## config.mk

```make
export PLATFORM = sky130hd
export DESIGN_NAME = regdir
export DESIGN_NICKNAME = d
export VERILOG_FILES = /design/src/rtl/regdir_pkg.sv /design/src/rtl/regdir_backing.sv /design/src/rtl/regdir_store.sv /design/src/rtl/regdir_ctrl.sv /design/src/rtl/regdir.sv
export SDC_FILE = /design/constraint.sdc
export NUM_CORES = 2
export LEC_CHECK = 0
export BUFFER_PORTS_ARGS = -buffer_cell sky130_fd_sc_hd__buf_2
export CORE_UTILIZATION = 40
export DETAILED_ROUTE_END_ITERATION = 10
export GPL_TIMING_DRIVEN = 0
export PLACE_DENSITY_LB_ADDON = 0.3
export SYNTH_ARGS = -nofsm -noshare
export SYNTH_HDL_FRONTEND = slang
export SYNTH_HIERARCHICAL = 1
export SYNTH_SLANG_ARGS = --single-unit
```

## constraint.sdc

```tcl
create_clock -name clk -period 7.4 [get_ports clk]
set_input_delay 0.37 -clock clk [delete_from_list [all_inputs] [get_ports clk]]
set_output_delay 0.37 -clock clk [all_outputs]
set_load 0.03 [all_outputs]
```

## src/rtl/regdir_pkg.sv

```systemverilog
package regdir_pkg;
  typedef enum logic [2:0] {
    OP_RD   = 3'd0,
    OP_WR   = 3'd1,
    OP_REG  = 3'd2,
    OP_REL  = 3'd3,
    OP_L2EV = 3'd4
  } op_e;

  typedef enum logic [1:0] {
    LS_INV   = 2'd0,
    LS_VAL   = 2'd1,
    LS_DIRTY = 2'd2,
    LS_REG   = 2'd3
  } lstate_e;

  typedef enum logic [1:0] {
    F_IDLE = 2'd0,
    F_PRB  = 2'd1,
    F_WAIT = 2'd2,
    F_RSP  = 2'd3
  } fsm_e;
endpackage

```

## src/rtl/regdir_backing.sv

```systemverilog
module regdir_backing #(
  parameter int NLINES = 16,
  parameter int DW     = 32,
  localparam int IW    = $clog2(NLINES)
) (
  input  logic          clk,
  input  logic          rst_n,
  input  logic [IW-1:0] rd_idx,
  output logic [DW-1:0] rd_sync,
  output logic [DW-1:0] rd_plain,
  input  logic [IW-1:0] wr_idx,
  input  logic          wr_sync_en,
  input  logic [DW-1:0] wr_sync,
  input  logic          wr_plain_en,
  input  logic [DW-1:0] wr_plain
);
  logic [DW-1:0] sync_q  [NLINES];
  logic [DW-1:0] plain_q [NLINES];

  for (genvar g = 0; g < NLINES; g++) begin : g_ent
    always_ff @(posedge clk) begin
      if (!rst_n) begin
        sync_q[g]  <= '0;
        plain_q[g] <= '0;
      end else begin
        if (wr_sync_en && wr_idx == IW'(g))  sync_q[g]  <= wr_sync;
        if (wr_plain_en && wr_idx == IW'(g)) plain_q[g] <= wr_plain;
      end
    end
  end

  assign rd_sync  = sync_q[rd_idx];
  assign rd_plain = plain_q[rd_idx];
endmodule

```

## src/rtl/regdir_store.sv

```systemverilog
module regdir_store
  import regdir_pkg::*;
#(
  parameter int NLINES = 16,
  parameter int DW     = 32,
  localparam int IW    = $clog2(NLINES)
) (
  input  logic          clk,
  input  logic          rst_n,
  input  logic [IW-1:0] rd_idx,
  output lstate_e       rd_state,
  output logic [DW-1:0] rd_sync,
  output logic [DW-1:0] rd_plain,
  input  logic [IW-1:0] wr_idx,
  input  logic          wr_state_en,
  input  lstate_e       wr_state,
  input  logic          wr_sync_en,
  input  logic [DW-1:0] wr_sync,
  input  logic          wr_plain_en,
  input  logic [DW-1:0] wr_plain
);
  lstate_e       st_q    [NLINES];
  logic [DW-1:0] sync_q  [NLINES];
  logic [DW-1:0] plain_q [NLINES];

  for (genvar g = 0; g < NLINES; g++) begin : g_line
    always_ff @(posedge clk) begin
      if (!rst_n) begin
        st_q[g]    <= LS_INV;
        sync_q[g]  <= '0;
        plain_q[g] <= '0;
      end else begin
        if (wr_state_en && wr_idx == IW'(g)) st_q[g]    <= wr_state;
        if (wr_sync_en && wr_idx == IW'(g))  sync_q[g]  <= wr_sync;
        if (wr_plain_en && wr_idx == IW'(g)) plain_q[g] <= wr_plain;
      end
    end
  end

  assign rd_state = st_q[rd_idx];
  assign rd_sync  = sync_q[rd_idx];
  assign rd_plain = plain_q[rd_idx];
endmodule

```

## src/rtl/regdir_ctrl.sv

```systemverilog
module regdir_ctrl
  import regdir_pkg::*;
#(
  parameter int NLINES = 16,
  parameter int DW     = 32,
  parameter int IDW    = 7,
  localparam int IW    = $clog2(NLINES)
) (
  input  logic           clk,
  input  logic           rst_n,
  input  logic           req_valid,
  output logic           req_ready,
  input  logic [2:0]     req_op,
  input  logic [IDW-1:0] req_src,
  input  logic [IW-1:0]  req_line,
  input  logic [DW-1:0]  req_data,
  output logic           rsp_valid,
  input  logic           rsp_ready,
  output logic [IDW-1:0] rsp_dst,
  output logic [DW-1:0]  rsp_data,
  output logic           rsp_remote,
  output logic [IDW-1:0] rsp_owner,
  output logic           prb_valid,
  input  logic           prb_ready,
  output logic [IDW-1:0] prb_dst,
  output logic [IW-1:0]  prb_line,
  output logic           prb_evict,
  input  logic           ack_valid,
  output logic           ack_ready,
  input  logic [DW-1:0]  ack_data,
  // line store
  output logic [IW-1:0]  idx,
  input  lstate_e        l2_state,
  input  logic [DW-1:0]  l2_sync,
  input  logic [DW-1:0]  l2_plain,
  output logic           l2_st_we,
  output lstate_e        l2_st_wd,
  output logic           l2_sy_we,
  output logic [DW-1:0]  l2_sy_wd,
  output logic           l2_pl_we,
  output logic [DW-1:0]  l2_pl_wd,
  // backing memory
  input  logic [DW-1:0]  mem_sync,
  input  logic [DW-1:0]  mem_plain,
  output logic           mem_sy_we,
  output logic [DW-1:0]  mem_sy_wd,
  output logic           mem_pl_we,
  output logic [DW-1:0]  mem_pl_wd
);
  fsm_e           fsm_q, fsm_d;
  op_e            op_q, op_d;
  logic [IDW-1:0] src_q, src_d;
  logic [IW-1:0]  line_q, line_d;
  logic [IDW-1:0] prev_q, prev_d;
  logic [DW-1:0]  rdat_q, rdat_d;
  logic           rrem_q, rrem_d;
  logic [IDW-1:0] rown_q, rown_d;

  op_e            cur_op;
  logic           is_inv, is_reg;
  logic [IDW-1:0] cur_owner;
  logic [DW-1:0]  sync_eff, plain_eff;

  assign cur_op    = op_e'(req_op);
  assign idx       = (fsm_q == F_IDLE) ? req_line : line_q;
  assign is_inv    = (l2_state == LS_INV);
  assign is_reg    = (l2_state == LS_REG);
  assign cur_owner = l2_sync[IDW-1:0];
  assign sync_eff  = is_inv ? mem_sync  : l2_sync;
  assign plain_eff = is_inv ? mem_plain : l2_plain;

  always_comb begin
    fsm_d  = fsm_q;
    op_d   = op_q;
    src_d  = src_q;
    line_d = line_q;
    prev_d = prev_q;
    rdat_d = rdat_q;
    rrem_d = rrem_q;
    rown_d = rown_q;
    l2_st_we  = 1'b0;
    l2_st_wd  = LS_INV;
    l2_sy_we  = 1'b0;
    l2_sy_wd  = '0;
    l2_pl_we  = 1'b0;
    l2_pl_wd  = '0;
    mem_sy_we = 1'b0;
    mem_sy_wd = '0;
    mem_pl_we = 1'b0;
    mem_pl_wd = '0;
    unique case (fsm_q)
      F_IDLE: begin
        if (req_valid) begin
          op_d   = cur_op;
          src_d  = req_src;
          line_d = req_line;
          rdat_d = '0;
          rrem_d = 1'b0;
          rown_d = '0;
          fsm_d  = F_RSP;
          unique case (cur_op)
            OP_RD: begin
              rdat_d = plain_eff;
              if (is_inv) begin
                l2_st_we = 1'b1;
                l2_st_wd = LS_VAL;
                l2_sy_we = 1'b1;
                l2_sy_wd = mem_sync;
                l2_pl_we = 1'b1;
                l2_pl_wd = mem_plain;
              end
            end
            OP_WR: begin
              l2_pl_we  = 1'b1;
              l2_pl_wd  = req_data;
              mem_pl_we = 1'b1;
              mem_pl_wd = req_data;
              if (is_inv) begin
                l2_st_we = 1'b1;
                l2_st_wd = LS_VAL;
                l2_sy_we = 1'b1;
                l2_sy_wd = mem_sync;
              end
            end
            OP_REG: begin
              if (is_reg) begin
                if (cur_owner == req_src) begin
                  rown_d = req_src;
                end else begin
                  prev_d = cur_owner;
                  fsm_d  = F_PRB;
                end
              end else begin
                rdat_d   = sync_eff;
                rown_d   = req_src;
                l2_st_we = 1'b1;
                l2_st_wd = LS_REG;
                l2_sy_we = 1'b1;
                l2_sy_wd = DW'(req_src);
                if (is_inv) begin
                  l2_pl_we = 1'b1;
                  l2_pl_wd = mem_plain;
                end
              end
            end
            OP_REL: begin
              if (is_reg && cur_owner == req_src) begin
                rown_d   = req_src;
                l2_st_we = 1'b1;
                l2_st_wd = LS_DIRTY;
                l2_sy_we = 1'b1;
                l2_sy_wd = req_data;
              end else begin
                rrem_d = 1'b1;
                rown_d = is_reg ? cur_owner : '0;
              end
            end
            OP_L2EV: begin
              if (is_reg) begin
                prev_d = cur_owner;
                fsm_d  = F_PRB;
              end else begin
                if (l2_state == LS_DIRTY) begin
                  mem_sy_we = 1'b1;
                  mem_sy_wd = l2_sync;
                end
                l2_st_we = 1'b1;
                l2_st_wd = LS_INV;
              end
            end
            default: ;
          endcase
        end
      end
      F_PRB: begin
        if (prb_ready) fsm_d = F_WAIT;
      end
      F_WAIT: begin
        if (ack_valid) begin
          fsm_d = F_RSP;
          if (op_q == OP_REG) begin
            l2_sy_we = 1'b1;
            l2_sy_wd = DW'(src_q);
            rdat_d   = ack_data;
            rrem_d   = 1'b1;
            rown_d   = prev_q;
          end else begin
            mem_sy_we = 1'b1;
            mem_sy_wd = ack_data;
            l2_st_we  = 1'b1;
            l2_st_wd  = LS_INV;
          end
        end
      end
      F_RSP: begin
        if (rsp_ready) fsm_d = F_IDLE;
      end
      default: fsm_d = F_IDLE;
    endcase
  end

  always_ff @(posedge clk) begin
    if (!rst_n) begin
      fsm_q  <= F_IDLE;
      op_q   <= OP_RD;
      src_q  <= '0;
      line_q <= '0;
      prev_q <= '0;
      rdat_q <= '0;
      rrem_q <= 1'b0;
      rown_q <= '0;
    end else begin
      fsm_q  <= fsm_d;
      op_q   <= op_d;
      src_q  <= src_d;
      line_q <= line_d;
      prev_q <= prev_d;
      rdat_q <= rdat_d;
      rrem_q <= rrem_d;
      rown_q <= rown_d;
    end
  end

  assign req_ready  = (fsm_q == F_IDLE);
  assign rsp_valid  = (fsm_q == F_RSP);
  assign rsp_dst    = src_q;
  assign rsp_data   = rdat_q;
  assign rsp_remote = rrem_q;
  assign rsp_owner  = rown_q;
  assign prb_valid  = (fsm_q == F_PRB);
  assign prb_dst    = prev_q;
  assign prb_line   = line_q;
  assign prb_evict  = (op_q == OP_L2EV);
  assign ack_ready  = (fsm_q == F_WAIT);
endmodule

```

## src/rtl/regdir.sv

```systemverilog
module regdir
  import regdir_pkg::*;
#(
  parameter int NLINES = 16,
  parameter int DW     = 32,
  parameter int IDW    = 7,
  localparam int IW    = $clog2(NLINES)
) (
  input  logic           clk,
  input  logic           rst_n,
  input  logic           req_valid,
  output logic           req_ready,
  input  logic [2:0]     req_op,
  input  logic [IDW-1:0] req_src,
  input  logic [IW-1:0]  req_line,
  input  logic [DW-1:0]  req_data,
  output logic           rsp_valid,
  input  logic           rsp_ready,
  output logic [IDW-1:0] rsp_dst,
  output logic [DW-1:0]  rsp_data,
  output logic           rsp_remote,
  output logic [IDW-1:0] rsp_owner,
  output logic           prb_valid,
  input  logic           prb_ready,
  output logic [IDW-1:0] prb_dst,
  output logic [IW-1:0]  prb_line,
  output logic           prb_evict,
  input  logic           ack_valid,
  output logic           ack_ready,
  input  logic [DW-1:0]  ack_data
);
  logic [IW-1:0] idx;
  lstate_e       l2_state, l2_st_wd;
  logic [DW-1:0] l2_sync, l2_plain, l2_sy_wd, l2_pl_wd;
  logic          l2_st_we, l2_sy_we, l2_pl_we;
  logic [DW-1:0] mem_sync, mem_plain, mem_sy_wd, mem_pl_wd;
  logic          mem_sy_we, mem_pl_we;

  regdir_ctrl #(.NLINES(NLINES), .DW(DW), .IDW(IDW)) ctrl_i (
    .clk(clk), .rst_n(rst_n),
    .req_valid(req_valid), .req_ready(req_ready), .req_op(req_op),
    .req_src(req_src), .req_line(req_line), .req_data(req_data),
    .rsp_valid(rsp_valid), .rsp_ready(rsp_ready), .rsp_dst(rsp_dst),
    .rsp_data(rsp_data), .rsp_remote(rsp_remote), .rsp_owner(rsp_owner),
    .prb_valid(prb_valid), .prb_ready(prb_ready), .prb_dst(prb_dst),
    .prb_line(prb_line), .prb_evict(prb_evict),
    .ack_valid(ack_valid), .ack_ready(ack_ready), .ack_data(ack_data),
    .idx(idx), .l2_state(l2_state), .l2_sync(l2_sync), .l2_plain(l2_plain),
    .l2_st_we(l2_st_we), .l2_st_wd(l2_st_wd), .l2_sy_we(l2_sy_we),
    .l2_sy_wd(l2_sy_wd), .l2_pl_we(l2_pl_we), .l2_pl_wd(l2_pl_wd),
    .mem_sync(mem_sync), .mem_plain(mem_plain),
    .mem_sy_we(mem_sy_we), .mem_sy_wd(mem_sy_wd),
    .mem_pl_we(mem_pl_we), .mem_pl_wd(mem_pl_wd)
  );

  regdir_store #(.NLINES(NLINES), .DW(DW)) store_i (
    .clk(clk), .rst_n(rst_n),
    .rd_idx(idx), .rd_state(l2_state), .rd_sync(l2_sync), .rd_plain(l2_plain),
    .wr_idx(idx), .wr_state_en(l2_st_we), .wr_state(l2_st_wd),
    .wr_sync_en(l2_sy_we), .wr_sync(l2_sy_wd),
    .wr_plain_en(l2_pl_we), .wr_plain(l2_pl_wd)
  );

  regdir_backing #(.NLINES(NLINES), .DW(DW)) mem_i (
    .clk(clk), .rst_n(rst_n),
    .rd_idx(idx), .rd_sync(mem_sync), .rd_plain(mem_plain),
    .wr_idx(idx), .wr_sync_en(mem_sy_we), .wr_sync(mem_sy_wd),
    .wr_plain_en(mem_pl_we), .wr_plain(mem_pl_wd)
  );
endmodule

```

== Word-level counts from Yosys, hierarchy flattened ==
Memories as Yosys holds them, arrays and structs flattened.
Cells that the tools add are included.
W data, S select, Z words.
Word-level totals
  flip-flop bits (word level): 63
  latch bits: 0
  RAM bits: 2080
  memory bits (read-only): 0
  bits of input ports: 84
  output and inout port bits: 63
  logic and storage cells: 633
  memories kept: 5
Memory list
  mem_i.plain_q: words 16, bits a word 32, rd ports 1, clocked after Yosys merged registers in 0, write ports 16, RTL line regdir_backing.sv:18  | logic [DW-1:0] plain_q [NLINES];
  mem_i.sync_q: words 16, bits a word 32, rd ports 1, clocked after Yosys merged registers in 0, write ports 16, RTL line regdir_backing.sv:17  | logic [DW-1:0] sync_q [NLINES];
  store_i.plain_q: words 16, bits a word 32, rd ports 1, clocked after Yosys merged registers in 0, write ports 16, RTL line regdir_store.sv:24  | logic [DW-1:0] plain_q [NLINES];
  store_i.sync_q: words 16, bits a word 32, rd ports 1, clocked after Yosys merged registers in 0, write ports 16, RTL line regdir_store.sv:23  | logic [DW-1:0] sync_q [NLINES];
  store_i.st_q: words 16, bits a word 2, rd ports 1, clocked after Yosys merged registers in 0, write ports 16, RTL line regdir_store.sv:22  | lstate_e st_q [NLINES];
Cells by class
  add/subtract/negate cells: 0
  multiply operators: 0
  divide/modulo/power cells: 0
  order comparisons: 0
  eq/ne operators: 35
  shifts and indexed selects: 0
  multiplexer cells: 412
  bitwise operators: 80
  reductions and logical operators: 93
Operators by type and width (count)
  $mux W32: 87
  $mux W1: 266
  $pmux W32 S2: 4
  $pmux W32 S3: 2
  $mux W7: 12
  $logic_and A1 B1 Y1: 81
  $or A1 B1 Y1: 80
  $mux W2: 27
  $pmux W7 S2: 3
  $eq A4 B4 Y1 const B: 8
  $eq A4 B3 Y1 const B: 4
  $ne A2 B1 Y1 const B: 5
  $eq A3 B2 Y1 const B: 3
  $pmux W1 S3: 3
  $eq A2 B2 Y1 const B: 4
  $eq A4 B2 Y1 const B: 2
  $pmux W1 S2: 4
  $pmux W2 S4: 1
  $reduce_and A4 Y1: 2
  $eq A7 B7 Y1: 1
  $eq A3 B3 Y1 const B: 2
  $ne A2 B2 Y1 const B: 3
  $pmux W2 S3: 1
  $reduce_and A6 Y1: 1
  11 further kinds: 14

== Depth between registers and ports, before layout ==
An unclocked memory read counts as a cell.
  depth after elaboration: 14
  mapped depth: 22
  mapped depth without buffers: 14

== Hierarchy ==
The synthesis kept the hierarchy.
By module, submodules not included
  regdir_store: instances 1, cells an instance 3033, area each 47473.0 um^2, sequential area each 31710.4 um^2
  regdir_backing: instances 1, cells an instance 2846, area each 45875.2 um^2, sequential area each 30749.5 um^2
  regdir_ctrl: instances 1, cells an instance 735, area each 5542.8 um^2, sequential area each 1261.2 um^2

== Worst setup path after synthesis ==
OpenSTA, ideal clock, no wires.
  path type: register -> register
  start: register ctrl_i.fsm_q[0]
  end: memory mem_i.sync_q[8][0] (enable)
  setup time: 0.470 ns
  arrival time: 6.097 ns
  required time: 6.930 ns
  setup slack: 0.833 ns
  stages on the path, launching flop included: 18
  path buffers: 7
  clock period less this slack: 6.567 ns
  cells stage by stage: dfxtp_1 inv_1 ha_1 buf_2 mux2_2 buf_2 buf_6 buf_4 mux4_2 a22oi_1 nand2_1 buf_2 and4b_1 clkbuf_1 nand2b_1 nand2_1 clkbuf_1 o31ai_1
RTL lines
  start, declared: RTL line regdir_ctrl.sv:50  | fsm_e fsm_q, fsm_d;
  start signal, assigned: RTL line regdir_ctrl.sv:213  | fsm_q <= fsm_d;
  end, declared: RTL line regdir_backing.sv:17

==> flow_summary.toml <==
[run_status]
status = "finished with violations"
violations = "capacitance limit, slew limit, setup timing"

[critical_path]
crit_path_end_kind = "register"
worst_ep_required_time_ps = 8140
crit_fanout = 14
cp.arrival_ps = 8240
critPathKind = "reg -> reg"
worstSetupStartpointType = "register"

[clock_network]
htreeDepth = 4
clockBufferDepth = 3
cts_tree = "done"
clk_latency_ps = 890
clkTransAtPathRegs_ps = 60
cts_root_buf = "clkbuf_16"
clkSinkCount = 2143
cts_setup_buffers = 0
numCtsBuffers = 223

[pwr]
power_density_mw_per_mm2 = 324
p_switching_mw = 13.0
p_leak_nw = 40.2
total_power_mw = 36.7
clockPowerShare = 0.293
intPower_mw = 23.7
power_frac_seq = 0.387
switching_share = 0.355
p_comb_frac = 0.321
ir_drop_mv = 0.318

[die]
rows = 182
ios = 147
core_mm2 = 0.246
start_util = 0.402
die_area_mm2 = 0.249
die_x_um = 499
dieHeight_um = 499

[logic_synthesis]
synthArstFlopShare = 0
ys_ff_latch = 2143
ys_warn_count = 6
syn_area_mm2 = 0.0989
synth_edf_count = 2080
postSynthAreaPerCell_um2 = 15.0
synthFlopType = "edfxtp_1"
syn-num-nets = 6702
netlist_instances = 6614
yosysSeqAreaShare = 0.644
synthDistinctLibCells = 66

[final_layout]
area_growth_pct = 14.5
drive_above_1_share = 0.190
final_common_cell = "edfxtp_1"
fin_nets = 7187
final_cell_mix = "2080 x edfxtp_1, 2054 x and2_1, 520 x mux4_2"
register_area_mm2 = 0.0637
fin_area_mm2 = 0.113
fillerInstances = 21500
multi_input_area_mm2 = 0.0330

[timing]
drv_slew = 11
setup-violations-final = 119
setup_ws_ps = -98.0
period_needed_ps = 7500
worst_pin_slew_ps = 1670
hold_viol_final = 0
rsz0062_at_grt = "yes"
maxSlewHeadroom = -0.119
period_share = 1.01
fmax_ghz = 0.133
clock_skew_ps = 37.5

[global_route]
grt_pass1_vias = 61100
grt_pass1_wl_um = 466000
grt-ovfl-total = 0
grtUsageTotal = 0.267
grt_max_degree = 33
antenna_found_initial = 24

[routing]
wl_um = 336000
firstDrtPassIters = 10
antenna_left = 0
first_iter_violations = 7618
via_per_inst = 5.90
drc_errors = 0
avgRoutedWirePerCell_um = 31.9
vias = 62100

[place]
dp_hpwl_um = 242000
portBuffers = 146
place_congestion = 0.997
dpl_cell_area_mm2 = 0.106

[run]
maxCapViolations = 3

[worst_hold_path]
holdCritPathClass = "in -> reg"
==> power groups by stage <==
stage / registers (mW) / clock network [mW] / logic (mW)
after global placement: 14.5 / 0 / 10.9
after CTS: 14.2 / 10.9 / 11.3
after global routing: 14.2 / 11.3 / 11.9
final: 14.2 / 10.7 / 11.8
after floorplan: 14.6 / 0 / 6.16
after detailed placement: 14.4 / 0 / 11.2
==> worst max-delay path, cell delays in order (launching register included) <==
cell and delay (ps):
dfxtp_1 360, inv_1 90, ha_1 230, clkbuf_4 320, mux2_2 730, and2_1 360
clkbuf_2 470, buf_1 800, a22oi_1 360, nand2_1 130, buf_2 240, nand3_1 340
nor3_4 490, o311ai_1 280, o21ai_0 170, clkbuf_1 400, nand2b_2 360, nor2_4 380
clkbuf_1 540, and2_1 220
==> cell families (layout without fill, tap and decap cells) <==
logic type	Yosys count	after routing	share of synthesized area
other	0	26	0
adder cells (fa/ha/maj)	4	4	0.000506
flip-flops	2143	2143	0.644
buffers and inverters	628	1298	0.0280
multiplexers	595	595	0.126
XOR/XNOR	8	8	0.000709
AND/OR/NAND/NOR	2687	2687	0.160
AO/OA/AOI/OAI	549	549	0.0403
==> layer usage <==
layer | global-route usage | up-vias | part of all wire
met2 | 0.403 | 3592 | 0.45
li1 | - | 25600 | -
met4 | 0.161 | 18 | 0.066
met3 | 0.0705 | 763 | 0.10
met5 | 0.0141 | - | 0.0024
met1 | 0.343 | 32200 | 0.38
==> flip-flops by register name, indices dropped and copies added, names as in the netlist <==
register	cells
ctrl_i/rsp_dst	7
ctrl_i/rsp_remote	1
ctrl_i/rsp_owner	7
store_i/sync_q	512
ctrl_i/rsp_data	32
ctrl_i/prb_line	4
mem_i/plain_q	512
mem_i/sync_q	512
ctrl_i/op_q	3
ctrl_i/prb_dst	7
ctrl_i/fsm_q	2
store_i/st_q	32
store_i/plain_q	512
==> what timing repair did <==
action                                  in CTS  in global routing
endpoints found under the hold margin       45                  0
pin swaps                                    0                  0
hold buffers                                41                  0
gates resized for setup                     57                 99
endpoints found under the setup margin    1887               1723
==> final timing paths <==
kind / depth (start not counted) / from / slack [ps] / to
hold reg to reg: 2 / ctrl_i/prb_dst[3]$_SDFFE_PN0P_ / 470 / ctrl_i/prb_dst[3]$_SDFFE_PN0P_
setup reg to reg: 19 / ctrl_i/fsm_q[0]$_SDFFE_PN0P_ / -100 / store_i/sync_q[5][25]$_SDFFCE_PN0P_
hold / removal: 3 / ack_data[29] / 140 / ctrl_i/rsp_data[29]$_SDFFE_PN0P_
setup / recovery: 19 / ctrl_i/fsm_q[0]$_SDFFE_PN0P_ / -100 / store_i/sync_q[5][25]$_SDFFCE_PN0P_
==> area by class of cell <==
| type | count | area share |
|---|---|---|
| clock buffers | 305 | 0.0532 |
| inverters | 6 | 0.000199 |
| multi-input cells | 3843 | 0.292 |
| repair buffers | 261 | 0.0233 |
| diodes | 26 | 0.000575 |
| plain buffers | 621 | 0.0253 |
| clock inverters | 105 | 0.00733 |
| well taps | 3220 | 0.0356 |
| flip-flops and latches | 2143 | 0.563 |
==> per-stage QoR <==
stage          setup TNS [ps]  std cells   util  setup WS [ps]  hold slack [ps]
3_3_place_gp         -3775460       9980  0.421          -3920              461
2_1_floorplan               0       6614      -            833              451
4_1_cts                 -1240      10500  0.459          -40.2             73.8
6_report                -4110      10500  0.460          -98.0              139
5_1_grt                -10510      10500  0.460           -119             87.6
3_5_place_dp          -791070      10000  0.429           -931              459
==> synthesized netlist by cell type (54+ instances only) <==
cell / instances / area [µm²]
a22oi_1: 317 / 2380
mux4_2: 520 / 11700
dfxtp_1: 63 / 1260
nor2_1: 174 / 653
clkbuf_1: 425 / 1600
buf_2: 74 / 370
mux2i_1: 71 / 711
nand2_1: 304 / 1140
edfxtp_1: 2080 / 62500
buf_1: 54 / 203
and2_1: 2054 / 12800
o21ai_0: 81 / 405
No activity file was read; power rests on OpenSTA's default activity.
